--- src/rtl/paged_ea_pkg.sv ---
package paged_ea_pkg;
   typedef enum logic [1:0] {
      ST_IDLE  = 2'd0,
      ST_READ  = 2'd1,
      ST_WRITE = 2'd2,
      ST_DONE  = 2'd3
   } ea_state_t;

   localparam int OPCODE_W = 3;
   localparam int FLAG_W   = 2;
endpackage

--- src/rtl/ea_field_split.sv ---
module ea_field_split
   import paged_ea_pkg::*;
#(
   parameter int WORD_W      = 12,
   parameter int OFS_W       = 7,
   parameter int MRI_LIMIT   = 6,
   parameter bit CUR_PAGE_EN = 1'b1
) (
   input  logic [WORD_W-1:0] instr,
   input  logic [WORD_W-1:0] pc,
   output logic [WORD_W-1:0] direct_addr,
   output logic              indirect,
   output logic              is_mri
);
   localparam int PAGE_W  = WORD_W - OFS_W;
   localparam int IND_BIT = WORD_W - OPCODE_W - 1;
   localparam int PS_BIT  = IND_BIT - 1;

   if (WORD_W != OPCODE_W + FLAG_W + OFS_W) begin : g_fmt_bad
      $error("ea_field_split: instruction fields do not fill the word");
   end
   if (MRI_LIMIT < 1 || MRI_LIMIT > (1 << OPCODE_W)) begin : g_lim_bad
      $error("ea_field_split: MRI_LIMIT out of opcode range");
   end

   logic [OPCODE_W-1:0] opcode;
   logic [OFS_W-1:0]    offset;
   logic [PAGE_W-1:0]   page;

   assign opcode   = instr[WORD_W-1 -: OPCODE_W];
   assign indirect = instr[IND_BIT];
   assign offset   = instr[OFS_W-1:0];
   assign is_mri   = (int'(opcode) < MRI_LIMIT);

   if (CUR_PAGE_EN) begin : g_cur_page
      assign page = instr[PS_BIT] ? pc[WORD_W-1 -: PAGE_W] : '0;
   end else begin : g_zero_only
      logic unused_sel;
      assign unused_sel = instr[PS_BIT] ^ (^pc);
      assign page       = '0;
   end

   assign direct_addr = {page, offset};
endmodule

--- src/rtl/ea_autoidx_match.sv ---
module ea_autoidx_match #(
   parameter int WORD_W     = 12,
   parameter int AUTO_BASE  = 8,
   parameter int AUTO_COUNT = 8,
   parameter bit AUTO_EN    = 1'b1
) (
   input  logic [WORD_W-1:0] addr,
   output logic              hit
);
   if (AUTO_BASE + AUTO_COUNT > (1 << WORD_W)) begin : g_win_bad
      $error("ea_autoidx_match: window exceeds address space");
   end

   if (AUTO_EN && AUTO_COUNT > 0) begin : g_match
      localparam logic [WORD_W:0] LO = (WORD_W+1)'(AUTO_BASE);
      localparam logic [WORD_W:0] HI = (WORD_W+1)'(AUTO_BASE + AUTO_COUNT);
      logic [WORD_W:0] a_ext;
      assign a_ext = {1'b0, addr};
      assign hit   = (a_ext >= LO) && (a_ext < HI);
   end else begin : g_off
      logic unused_addr;
      assign unused_addr = ^addr;
      assign hit         = 1'b0;
   end
endmodule

--- src/rtl/ea_seq_fsm.sv ---
module ea_seq_fsm
   import paged_ea_pkg::*;
#(
   parameter int WORD_W = 12
) (
   input  logic              clk,
   input  logic              rst_n,
   input  logic              start,
   input  logic              is_mri,
   input  logic              indirect,
   input  logic              auto_hit,
   input  logic [WORD_W-1:0] direct_addr,
   output logic [WORD_W-1:0] mem_addr,
   output logic [WORD_W-1:0] mem_wdata,
   output logic              mem_we,
   output logic              mem_valid,
   input  logic              mem_ready,
   input  logic [WORD_W-1:0] mem_rdata,
   output logic [WORD_W-1:0] ea,
   output logic              done,
   output logic              bypass,
   output logic              busy
);
   ea_state_t         state_q;
   logic [WORD_W-1:0] ptr_q;
   logic [WORD_W-1:0] ea_q;
   logic [WORD_W-1:0] wdata_q;
   logic              auto_q;
   logic              byp_q;

   always_ff @(posedge clk or negedge rst_n) begin
      if (!rst_n) begin
         state_q <= ST_IDLE;
         ptr_q   <= '0;
         ea_q    <= '0;
         wdata_q <= '0;
         auto_q  <= 1'b0;
         byp_q   <= 1'b0;
      end else begin
         unique case (state_q)
            ST_IDLE: begin
               if (start) begin
                  ptr_q  <= direct_addr;
                  ea_q   <= direct_addr;
                  auto_q <= auto_hit;
                  byp_q  <= !is_mri;
                  state_q <= (is_mri && indirect) ? ST_READ : ST_DONE;
               end
            end
            ST_READ: begin
               if (mem_ready) begin
                  if (auto_q) begin
                     wdata_q <= mem_rdata + WORD_W'(1);
                     state_q <= ST_WRITE;
                  end else begin
                     ea_q    <= mem_rdata;
                     state_q <= ST_DONE;
                  end
               end
            end
            ST_WRITE: begin
               if (mem_ready) begin
                  ea_q    <= wdata_q;
                  state_q <= ST_DONE;
               end
            end
            default: state_q <= ST_IDLE;
         endcase
      end
   end

   assign mem_valid = (state_q == ST_READ) || (state_q == ST_WRITE);
   assign mem_we    = (state_q == ST_WRITE);
   assign mem_addr  = ptr_q;
   assign mem_wdata = wdata_q;
   assign done      = (state_q == ST_DONE);
   assign bypass    = done && byp_q;
   assign busy      = (state_q != ST_IDLE);
   assign ea        = ea_q;


   done_single_chk: assert property (@(posedge clk) disable iff (!rst_n)
      done |=> !done);


   bypass_with_done_chk: assert property (@(posedge clk) disable iff (!rst_n)
      bypass |-> (done && !mem_valid));


   req_hold_chk: assert property (@(posedge clk) disable iff (!rst_n)
      (mem_valid && !mem_ready) |=>
         (mem_valid && $stable(mem_addr) && $stable(mem_we) && $stable(mem_wdata)));


   writeback_ea_chk: assert property (@(posedge clk) disable iff (!rst_n)
      (mem_valid && mem_we && mem_ready) |=> (done && ea == $past(mem_wdata)));


   idle_quiet_chk: assert property (@(posedge clk) disable iff (!rst_n)
      !busy |-> (!mem_valid && !done));
endmodule

--- src/rtl/paged_ea_gen.sv ---
module paged_ea_gen #(
   parameter int WORD_W      = 12,
   parameter int OFS_W       = 7,
   parameter int MRI_LIMIT   = 6,
   parameter int AUTO_BASE   = 8,
   parameter int AUTO_COUNT  = 8,
   parameter bit AUTO_EN     = 1'b1,
   parameter bit CUR_PAGE_EN = 1'b1
) (
   input  logic              clk,
   input  logic              rst_n,
   input  logic              start_i,
   input  logic [WORD_W-1:0] instr_i,
   input  logic [WORD_W-1:0] pc_i,
   output logic [WORD_W-1:0] mem_addr_o,
   output logic [WORD_W-1:0] mem_wdata_o,
   output logic              mem_we_o,
   output logic              mem_valid_o,
   input  logic              mem_ready_i,
   input  logic [WORD_W-1:0] mem_rdata_i,
   output logic [WORD_W-1:0] ea_o,
   output logic              done_o,
   output logic              bypass_o,
   output logic              busy_o
);
   localparam int WIN_HI = AUTO_BASE + AUTO_COUNT;

   if (OFS_W < 1 || OFS_W >= WORD_W) begin : g_ofs_bad
      $error("paged_ea_gen: OFS_W must lie inside the word");
   end
   if (AUTO_EN && (AUTO_BASE + AUTO_COUNT > (1 << OFS_W))) begin : g_win_page
      $error("paged_ea_gen: auto-index window must sit inside page zero");
   end

   logic [WORD_W-1:0] direct_addr;
   logic              indirect;
   logic              is_mri;
   logic              auto_hit;

   ea_field_split #(
      .WORD_W      (WORD_W),
      .OFS_W       (OFS_W),
      .MRI_LIMIT   (MRI_LIMIT),
      .CUR_PAGE_EN (CUR_PAGE_EN)
   ) u_split (
      .instr       (instr_i),
      .pc          (pc_i),
      .direct_addr (direct_addr),
      .indirect    (indirect),
      .is_mri      (is_mri)
   );

   ea_autoidx_match #(
      .WORD_W     (WORD_W),
      .AUTO_BASE  (AUTO_BASE),
      .AUTO_COUNT (AUTO_COUNT),
      .AUTO_EN    (AUTO_EN)
   ) u_match (
      .addr (direct_addr),
      .hit  (auto_hit)
   );

   ea_seq_fsm #(
      .WORD_W (WORD_W)
   ) u_fsm (
      .clk         (clk),
      .rst_n       (rst_n),
      .start       (start_i),
      .is_mri      (is_mri),
      .indirect    (indirect),
      .auto_hit    (auto_hit),
      .direct_addr (direct_addr),
      .mem_addr    (mem_addr_o),
      .mem_wdata   (mem_wdata_o),
      .mem_we      (mem_we_o),
      .mem_valid   (mem_valid_o),
      .mem_ready   (mem_ready_i),
      .mem_rdata   (mem_rdata_i),
      .ea          (ea_o),
      .done        (done_o),
      .bypass      (bypass_o),
      .busy        (busy_o)
   );


   write_window_chk: assert property (@(posedge clk) disable iff (!rst_n)
      mem_we_o |-> (int'(mem_addr_o) >= AUTO_BASE && int'(mem_addr_o) < WIN_HI));


   start_busy_chk: assert property (@(posedge clk) disable iff (!rst_n)
      (busy_o && start_i && !done_o && mem_valid_o && !mem_ready_i) |=>
         $stable(mem_addr_o));
endmodule

--- config.mk ---
export PLATFORM = sky130hd
export DESIGN_NAME = paged_ea_gen
export DESIGN_NICKNAME = d
export VERILOG_FILES = /design/src/rtl/paged_ea_pkg.sv /design/src/rtl/ea_field_split.sv /design/src/rtl/ea_autoidx_match.sv /design/src/rtl/ea_seq_fsm.sv /design/src/rtl/paged_ea_gen.sv
export SDC_FILE = /design/constraint.sdc
export NUM_CORES = 1
export LEC_CHECK = 0
export CAP_MARGIN = 20
export CORE_UTILIZATION = 40
export CTS_CLUSTER_SIZE = 8
export DETAILED_ROUTE_END_ITERATION = 7
export GPL_ROUTABILITY_DRIVEN = 0
export PLACE_DENSITY = 0.76
export SYNTH_ARGS = -nofsm -noshare
export SYNTH_HDL_FRONTEND = slang
export SYNTH_HIERARCHICAL = 1
export SYNTH_SLANG_ARGS = --single-unit
--- constraint.sdc ---
create_clock -name clk -period 2.05 [get_ports clk]
set_input_delay 0.3075 -clock clk [delete_from_list [all_inputs] [get_ports clk]]
set_output_delay 0.3075 -clock clk [all_outputs]
set_load 0.005 [all_outputs]
* After elaboration in Yosys (flattened, before gate mapping) *
Cells that the tools add are included.

word-level totals
  input port bits = 40
  bits in registers = 40
  output and inout bits = 41

operators by class
  reduce and logical (&&, ||, !) cells = 12
  muxes and demuxes = 12
  add/subtract/negate cells = 1
  equality and inequality tests = 7
  magnitude comparators = 3

operators by type and width
  kind                                                                 count
  two-way mux 12 bit                                                   4
  case mux 12 bit (3 select lines)                                     1
  adder 12 x 1 -> 12 bit (second input constant)                       1
  greater-or-equal comparator 12 x 4 -> 1 bit (second input constant)  1
  less-than comparator 12 x 5 -> 1 bit (second input constant)         1
  two-way mux 2 bit                                                    4
  != test 2 bit (second input constant)                                3
  case mux 2 bit (3 select lines)                                      1
  AND reduction 3 bit                                                  2
  two-way mux 5 bit                                                    1
  AND reduction 5 bit                                                  1
  equality test 2 bit (second input constant)                          2
  logical AND 1 bit                                                    3
  less-than comparator 3 bit (second input constant)                   1
  nonzero test 3 bit                                                   1
  equality test 2 x 1 -> 1 bit (second input constant)                 1
  zero test 2 bit                                                      1
  != test 2 x 1 -> 1 bit (second input constant)                       1
  AND reduction 2 bit                                                  1
  nonzero test 2 bit                                                   1
  zero test 1 bit                                                      1
  logical OR 1 bit                                                     1
  two-way mux 1 bit                                                    1

* Depth between registers and ports, before layout *
Gate-level depths: netlist of the first run.

  depth after elaboration = 5
  depth in mapped cells = 8
  gate-level depth less buffers = 5

* Hierarchy *
The synthesis of the first run kept the hierarchy.

by module, submodules not included
  module            area an instance (um^2)  cells each  times used  seq. area each (um^2)
  ea_seq_fsm        2,093.3                  194         1           1,001.0
  ea_field_split    95.1                     14          1           0.0
  ea_autoidx_match  21.3                     3           1           0.0

* Least setup slack after synthesis of the first run *
OpenSTA, ideal clock, no wires.

  kind = reg-to-reg
  from = reg u_fsm.state_q[1]
  to = reg u_fsm.ea_q[10], in the netlist u_fsm/ea[10]
  data required time = 1,925 ps
  buffers on the path = 2
  cell stages (with the launch flop) = 8
  arrival = 1,805 ps
  setup slack = 120 ps
  library setup time = 125 ps
  period minus slack after synthesis = 1,930 ps
  path through = dfrtp_1 > inv_1 > ha_1 > buf_6 > o21ba_4 > a2111oi_4 > buf_8 > mux2_4

between the ends
  longest elaborated chain between the ends = 3

ends and longest elaborated chain
  what                                                    line              RTL
  start, declared                                         ea_seq_fsm.sv:24  ea_state_t state_q;
  start signal, assigned                                  ea_seq_fsm.sv:47  state_q <= (is_mri && indirect) ? ST_READ : ST_DONE;
  equality test 2 x 1 -> 1 bit (tied with other cells)    ea_seq_fsm.sv:40  unique case (state_q)
  != test 2 bit (no source line) (tied with other cells)  n/a
  AND reduction 5 bit (no source line)                    n/a
  end signal, assigned                                    ea_seq_fsm.sv:44  ea_q <= direct_addr;
  end signal, assigned                                    ea_seq_fsm.sv:56  ea_q <= mem_rdata;
  end signal, assigned                                    ea_seq_fsm.sv:63  ea_q <= wdata_q;
  end, declared                                           ea_seq_fsm.sv:26  logic [WORD_W-1:0] ea_q;

Parallel ways exist; a longest one is shown, timed or not.
A chain may end at the register's enable or synchronous reset.

* Final worst setup path of the first run *
  from = reg u_fsm.state_q[0]
  to = out busy_o

between the ends
  longest elaborated chain between the ends = 1

ends and longest elaborated chain
  what                line                RTL
  nonzero test 2 bit  ea_seq_fsm.sv:78    assign busy = (state_q != ST_IDLE);
  end, declared       paged_ea_gen.sv:24  output logic busy_o

Every way passes these cells.

==> impl_metrics.env, run 1 <==
export IMPL_crit_path_end_kind="primary output"
export IMPL_global_route_wire_length_before_repair_um=9030
export IMPL_global_route_usage_total_pct=19.7
export IMPL_syn_num_nets=257
export IMPL_post_place_cells=348
export IMPL_ws_path_type="flip-flop to primary output"
export IMPL_floorplan_io_pins=81
export IMPL_power_mw=4.60
export IMPL_hold_path_class="input port to async pin"
export IMPL_globalRoute_busiestLayer="met2"
export IMPL_whs_ns=0.0670
export IMPL_design_area_sq_um=3120
export IMPL_max_slew_worst_pin_slew_ns=0.514
export IMPL_time_the_final_worst_path_needs_with_i_o_delays_and_setup_ns=1.98
export IMPL_setup_violations=0
export IMPL_clock_sink_total=40
export IMPL_worst_path_largest_cell_delay_ns=0.48
export IMPL_clock_skew_final_ns=0.00589
export IMPL_path_common_cell="inv_1"
export IMPL_vdd_drop_max_mv=0.774
export IMPL_utilization_pct=60.0
export IMPL_gr_overflow_total=0
export IMPL_critPathMaxFanout=4
export IMPL_power_per_cell_area_nw_per_um2=1470
export IMPL_post_route_drc_violation_count=0
export IMPL_numCtsBuffers=5
export IMPL_layoutNonFillerInstCount=356
export IMPL_clockRootBuffer="clkbuf_8"
export IMPL_rr_startpoint="u_fsm/state_q[0]$_DFFE_PN0P_"
export IMPL_area_growth_pct=41.4
export IMPL_netlist_instances=211
export IMPL_globalRouteMet3Util_pct=5.39
export IMPL_drt_pre_antenna_iters=4
export IMPL_max_slew_margin_rel_pct=65.7
export IMPL_ctsHtreeMaxLevel=2
export IMPL_grt_max_degree=41
export IMPL_place_hpwl_um=4080
export IMPL_layout_cells_most_common_list="clkdlybuf4s50_1, dfrtp_1, nor2_1"
export IMPL_startpoint="u_fsm/state_q[0]$_DFFE_PN0P_"
export IMPL_clkSlewWorstSetupHoldPaths_ns=0.08
export IMPL_global_route_usage_met2_pct=30.5
export IMPL_timing_critical_path_from_type="flip-flop"
export IMPL_worst_ep_arrival_time_ns=1.67
export IMPL_number_of_max_cap_violations=0
export IMPL_number_of_distinct_library_cell_variants_in_the_gate_level_netlist_after_synthesis=33
export IMPL_dp_worst_setup_slack_ns=0.0413
export IMPL_placed_cell_area_sq_um=3010
export IMPL_insertion_delay_ns=0.29
export IMPL_effective_utilization_at_floorplan_pct=42.5
export IMPL_grt_antenna_before_repair=0
export IMPL_syn_area_per_cell_sq_um=10.5
export IMPL_outcome="complete, no violations"
export IMPL_post_route_period_util_pct=96.7
export IMPL_clock_tree_buffer_depth=2
export IMPL_timing_setup_tns_ns=0
export IMPL_power_leakage_nw=1.32
export IMPL_final_max_slew_viol_count=0
export IMPL_timing_final_ws_setup_ns=0.0679
export IMPL_vias_post_dr=1856
export IMPL_layout_drive_gt1_share_pct=18.5
export IMPL_syn_area_sq_um=2210
export IMPL_insertedDiodeCount=0
export IMPL_met1_usage_pct=26.7
export IMPL_core_area_sq_um=5200
export IMPL_finish_net_count=331
export IMPL_port_buf_inserts=72
export IMPL_family_with_the_most_delay_on_the_worst_path="buffers and inverters"
export IMPL_dieWidth_um=76.3
export IMPL_crit_path_cell_trace="inv_1 > ha_1 > buf_4 > inv_1 > clkdlybuf4s50_1"
export IMPL_first_global_vias=1791
export IMPL_yosys_warnings=6
export IMPL_maxClockFrequency_mhz=505
export IMPL_die_area_sq_um=5830
export IMPL_vias_per_cell=5.21
export IMPL_routed_wirelength_um=5450
export IMPL_post_cts_buffers=0
export IMPL_clock_tree_from_tritoncts="done"
export IMPL_dr_first_iter_drc_count=165
export IMPL_critPathBufInv=4
export IMPL_seq_area_frac_synth_pct=45.3
export IMPL_rsz0062_at_grt="false"
export IMPL_drtAntennaViolNets=0
export IMPL_critical_path_required_ns=1.74
export IMPL_timing_final_hold_violations=0
export IMPL_detail_route_wl_per_cell_um=15.3
export IMPL_ys_ff_latch=40
export IMPL_floorplan_rows=26
export IMPL_mostFrequentLayoutCell="clkdlybuf4s50_1"
export IMPL_crit_slowest_cell="clkdlybuf4s50_1"
export IMPL_die_height_um=76.3
[registers in the layout, summed over array words and instances, names as in the netlist]
signal and count:
u_fsm/mem_addr 12, u_fsm/byp_q 1, u_fsm/mem_wdata 12, u_fsm/ea 12
u_fsm/state_q 2, u_fsm/auto_q 1
[power breakdown]
part	switching, mW	internal, mW	leakage, nW
clock network	0.277	0.361	0.0552
logic	1.01	1.58	0.761
registers	0.230	1.14	0.509
[what timing repair did]
action / CTS / global route
hold buffers: 0 / 0
gates resized for setup: 0 / 2
endpoints found under the setup margin: 0 / 2
[layout make-up]
class,count,area (sq um)
fillers,457,2080
well taps,70,87.6
clock inverters,2,35.0
inverters,6,22.5
flip-flops and latches,40,1000
clock buffers,6,72.6
multi-input cells,145,1060
repair buffers,87,841
[metal layers]
layer / part of all wire, % / vias up
li1: - / 904
met1: 46 / 876
met2: 46 / 70
met3: 6.7 / 6
met4: 0.83 / 0
met5: 0 / -
[synth_stat cells]
library cell	n	area (sq um)
or3_1	3	18.8
nand3_1	7	35.0
mux2_4	10	150
nor2b_1	1	6.26
o211ai_1	1	7.51
o21ba_4	1	16.3
and3_1	1	6.26
nand4_1	4	25.0
a22oi_1	12	90.1
inv_1	6	22.5
or2_2	1	6.26
and4b_1	1	10.0
a211oi_1	1	7.51
o21ai_0	10	50.1
buf_8	1	15.0
buf_4	8	60.1
nand2_1	13	48.8
a31oi_1	6	37.5
xnor2_1	1	8.76
and2_1	6	37.5
clkbuf_1	10	37.5
mux2_2	15	169
xor2_1	2	17.5
o31ai_1	5	37.5
dfrtp_1	40	1000
buf_6	1	11.3
ha_1	6	75.1
nor4_1	1	6.26
or4_1	4	30.0
nor3_1	1	5.00
nor2_1	18	67.6
a2111oi_4	1	27.5
a21oi_1	13	65.1
[final timing paths]
kind,to,slack [ns],cells after the start
max in group asynchronous,u_fsm/mem_addr[10]$_DFFE_PN0P_,1.63,2
setup / recovery,busy_o,0.07,5
setup reg to reg,u_fsm/ea[1]$_DFFE_PN0P_,0.07,6
hold / removal,u_fsm/mem_wdata[11]$_DFFE_PN0P_,0.07,2
hold reg to reg,u_fsm/byp_q$_DFFE_PN0P_,0.48,2
min in group clk,u_fsm/byp_q$_DFFE_PN0P_,0.48,2
[logic make-up after synthesis]
logic type | synth area share, %
buffers and inverters | 6.63
flip-flops | 45.3
XOR/XNOR | 1.19
adder cells (fa/ha/maj) | 3.40
AO/OA/AOI/OAI | 15.3
AND/OR/NAND/NOR | 13.7
multiplexers | 14.4
No activity file was read; power rests on OpenSTA's default activity.
==> run 2: changes to the inputs <==
Settings changed: CORE_UTILIZATION 40 to 42, CTS_BUF_LIST set to sky130_fd_sc_hd__clkbuf_8, PLACE_DENSITY 0.76 to 0.79.
==> impl_metrics.env, run 2 (synthesis gave the netlist of run 1 again) <==
export IMPL_outcome="complete, no violations"
export IMPL_post_route_drc_violation_count=0
export IMPL_time_the_final_worst_path_needs_with_i_o_delays_and_setup_ns=1.96
export IMPL_critical_path_required_ns=1.74
export IMPL_effective_utilization_at_floorplan_pct=43.5
export IMPL_grt_antenna_before_repair=0
export IMPL_detail_route_wl_per_cell_um=14.8
export IMPL_clkSlewWorstSetupHoldPaths_ns=0.08
export IMPL_hold_path_end="u_fsm/byp_q$_DFFE_PN0P_"
export IMPL_insertion_delay_ns=0.31
export IMPL_core_area_sq_um=5070
export IMPL_ctsHtreeMaxLevel=2
export IMPL_timing_setup_tns_ns=0
export IMPL_numCtsBuffers=5
export IMPL_grt_max_degree=26
export IMPL_setup_violations=0
export IMPL_mostFrequentLayoutCell="clkdlybuf4s50_1"
export IMPL_routed_wirelength_um=5300
export IMPL_r2r_end="u_fsm/ea[0]$_DFFE_PN0P_"
export IMPL_clock_sink_total=40
export IMPL_maxClockFrequency_mhz=510
export IMPL_clock_tree_buffer_depth=2
export IMPL_drtAntennaViolNets=0
export IMPL_timing_hold_worst_start="u_fsm/byp_q$_DFFE_PN0P_"
export IMPL_max_slew_margin_rel_pct=67.3
export IMPL_vdd_drop_max_mv=0.720
export IMPL_dr_first_iter_drc_count=154
export IMPL_die_area_sq_um=5550
export IMPL_fillCellCount=454
export IMPL_ws_path_type="flip-flop to primary output"
export IMPL_floorplan_io_pins=81
export IMPL_power_mw=4.59
export IMPL_post_cts_buffers=0
export IMPL_worstHoldPathCells=2
export IMPL_r2r_setup_slack_ns=0.10
export IMPL_area_growth_pct=42.7
export IMPL_clock_tree_from_tritoncts="done"
export IMPL_clockRootBuffer="clkbuf_8"
export IMPL_critPathMaxFanout=5
export IMPL_hold_path_class="flip-flop to flip-flop"
export IMPL_number_of_max_cap_violations=0
export IMPL_final_max_slew_viol_count=0
export IMPL_power_leakage_nw=1.33
export IMPL_global_route_usage_total_pct=21.0
export IMPL_rr_startpoint="u_fsm/state_q[0]$_DFFE_PN0P_"
export IMPL_reg2regPathDepth=6
export IMPL_post_route_period_util_pct=95.6
export IMPL_gr_overflow_total=0
export IMPL_timing_final_hold_violations=0
export IMPL_post_place_cells=348
export IMPL_die_height_um=74.5
export IMPL_vias_post_dr=1850
export IMPL_layout_drive_gt1_share_pct=19.2
export IMPL_place_hpwl_um=3970
export IMPL_worst_ep_arrival_time_ns=1.65
export IMPL_vias_per_cell=5.18
export IMPL_finish_net_count=332
export IMPL_drt_pre_antenna_iters=4
export IMPL_utilization_pct=62.1
export IMPL_global_route_wire_length_before_repair_um=8610
export IMPL_power_per_cell_area_nw_per_um2=1460
export IMPL_max_slew_worst_pin_slew_ns=0.490
export IMPL_timing_critical_path_from_type="flip-flop"
export IMPL_floorplan_rows=26
export IMPL_rsz0062_at_grt="false"
export IMPL_layoutNonFillerInstCount=357
export IMPL_dieWidth_um=74.5
export IMPL_clock_skew_final_ns=0.0138
export IMPL_port_buf_inserts=72
export IMPL_first_global_vias=1780
export IMPL_insertedDiodeCount=0
export IMPL_layout_cells_most_common_list="clkdlybuf4s50_1, dfrtp_1, nor2_1"
export IMPL_crit_path_end_kind="primary output"
## run 2: changes by cell type in the layout (fill, tap and decap cells not counted)
cell,previous run,this run
buf_12,1,2
buf_4,14,13
clkbuf_1,1,0
clkinvlp_4,0,1
dlygate4sd3_1,0,1
ha_1,5,4
ha_2,1,2
## run 2: per-layer routing
layer / wire, um / global-route usage, % / up-vias
met5: 0 / 0 / -
met3: 387 / 4.61 / 5
li1: - / - / 904
met4: 60 / 8.81 / 0
met2: 2410 / 31.7 / 69
met1: 2440 / 29.2 / 872
## run 2: cell type report
class                      count  area (sq um)  area share (%)
clock buffer                   5          68.8            2.18
sequential                    40          1000            31.7
clock inverter                 3          42.5            1.35
tap                           70          87.6            2.78
multi-input combinational    145          1070            33.8
inverter                       6          22.5           0.714
timing repair buffer          88           863            27.4
## run 2: critical path, cell delays in order, from the launching register on
cell and delay, ns:
dfrtp_1 0.42, inv_1 0.08, ha_2 0.19, buf_4 0.14
inv_1 0.04, clkdlybuf4s50_1 0.48
## run 2: how the worst max path moves through the flow
stage	from	to	slack, ns	depth (start not counted)
after floorplan	u_fsm/state_q[1]$_DFFE_PN0P_	u_fsm/ea[10]$_DFFE_PN0P_	0.12	7
after global placement	mem_ready_i	u_fsm/ea[0]$_DFFE_PN0P_	0.07	5
after detailed placement	mem_ready_i	u_fsm/ea[0]$_DFFE_PN0P_	0.05	5
after CTS	u_fsm/state_q[1]$_DFFE_PN0P_	bypass_o	0.05	3
after global routing	u_fsm/state_q[0]$_DFFE_PN0P_	busy_o	0.01	5
final	u_fsm/state_q[1]$_DFFE_PN0P_	busy_o	0.09	5
## run 2: timing repair
item,in CTS,in global routing
gates resized for setup,0,3
endpoints found under the hold margin,19,0
setup endpoints to repair,0,2
hold buffers,1,0
## run 2: per-stage QoR
stage | hold slack (ns) | area [sq um] | worst slack (ns)
after detailed placement | 0.302 | 3030 | 0.0481
after CTS | 0.482 | 3150 | 0.0451
final | 0.478 | 3150 | 0.0899
after floorplan | 0.0119 | 2210 | 0.120
after global placement | 0.301 | 3030 | 0.0669
after global routing | 0.532 | 3150 | 0.0132
## run 2: where the power goes
| part | switching, mW | internal [mW] |
|---|---|---|
| registers | 0.228 | 1.14 |
| clock network | 0.298 | 0.360 |
| logic | 0.981 | 1.58 |
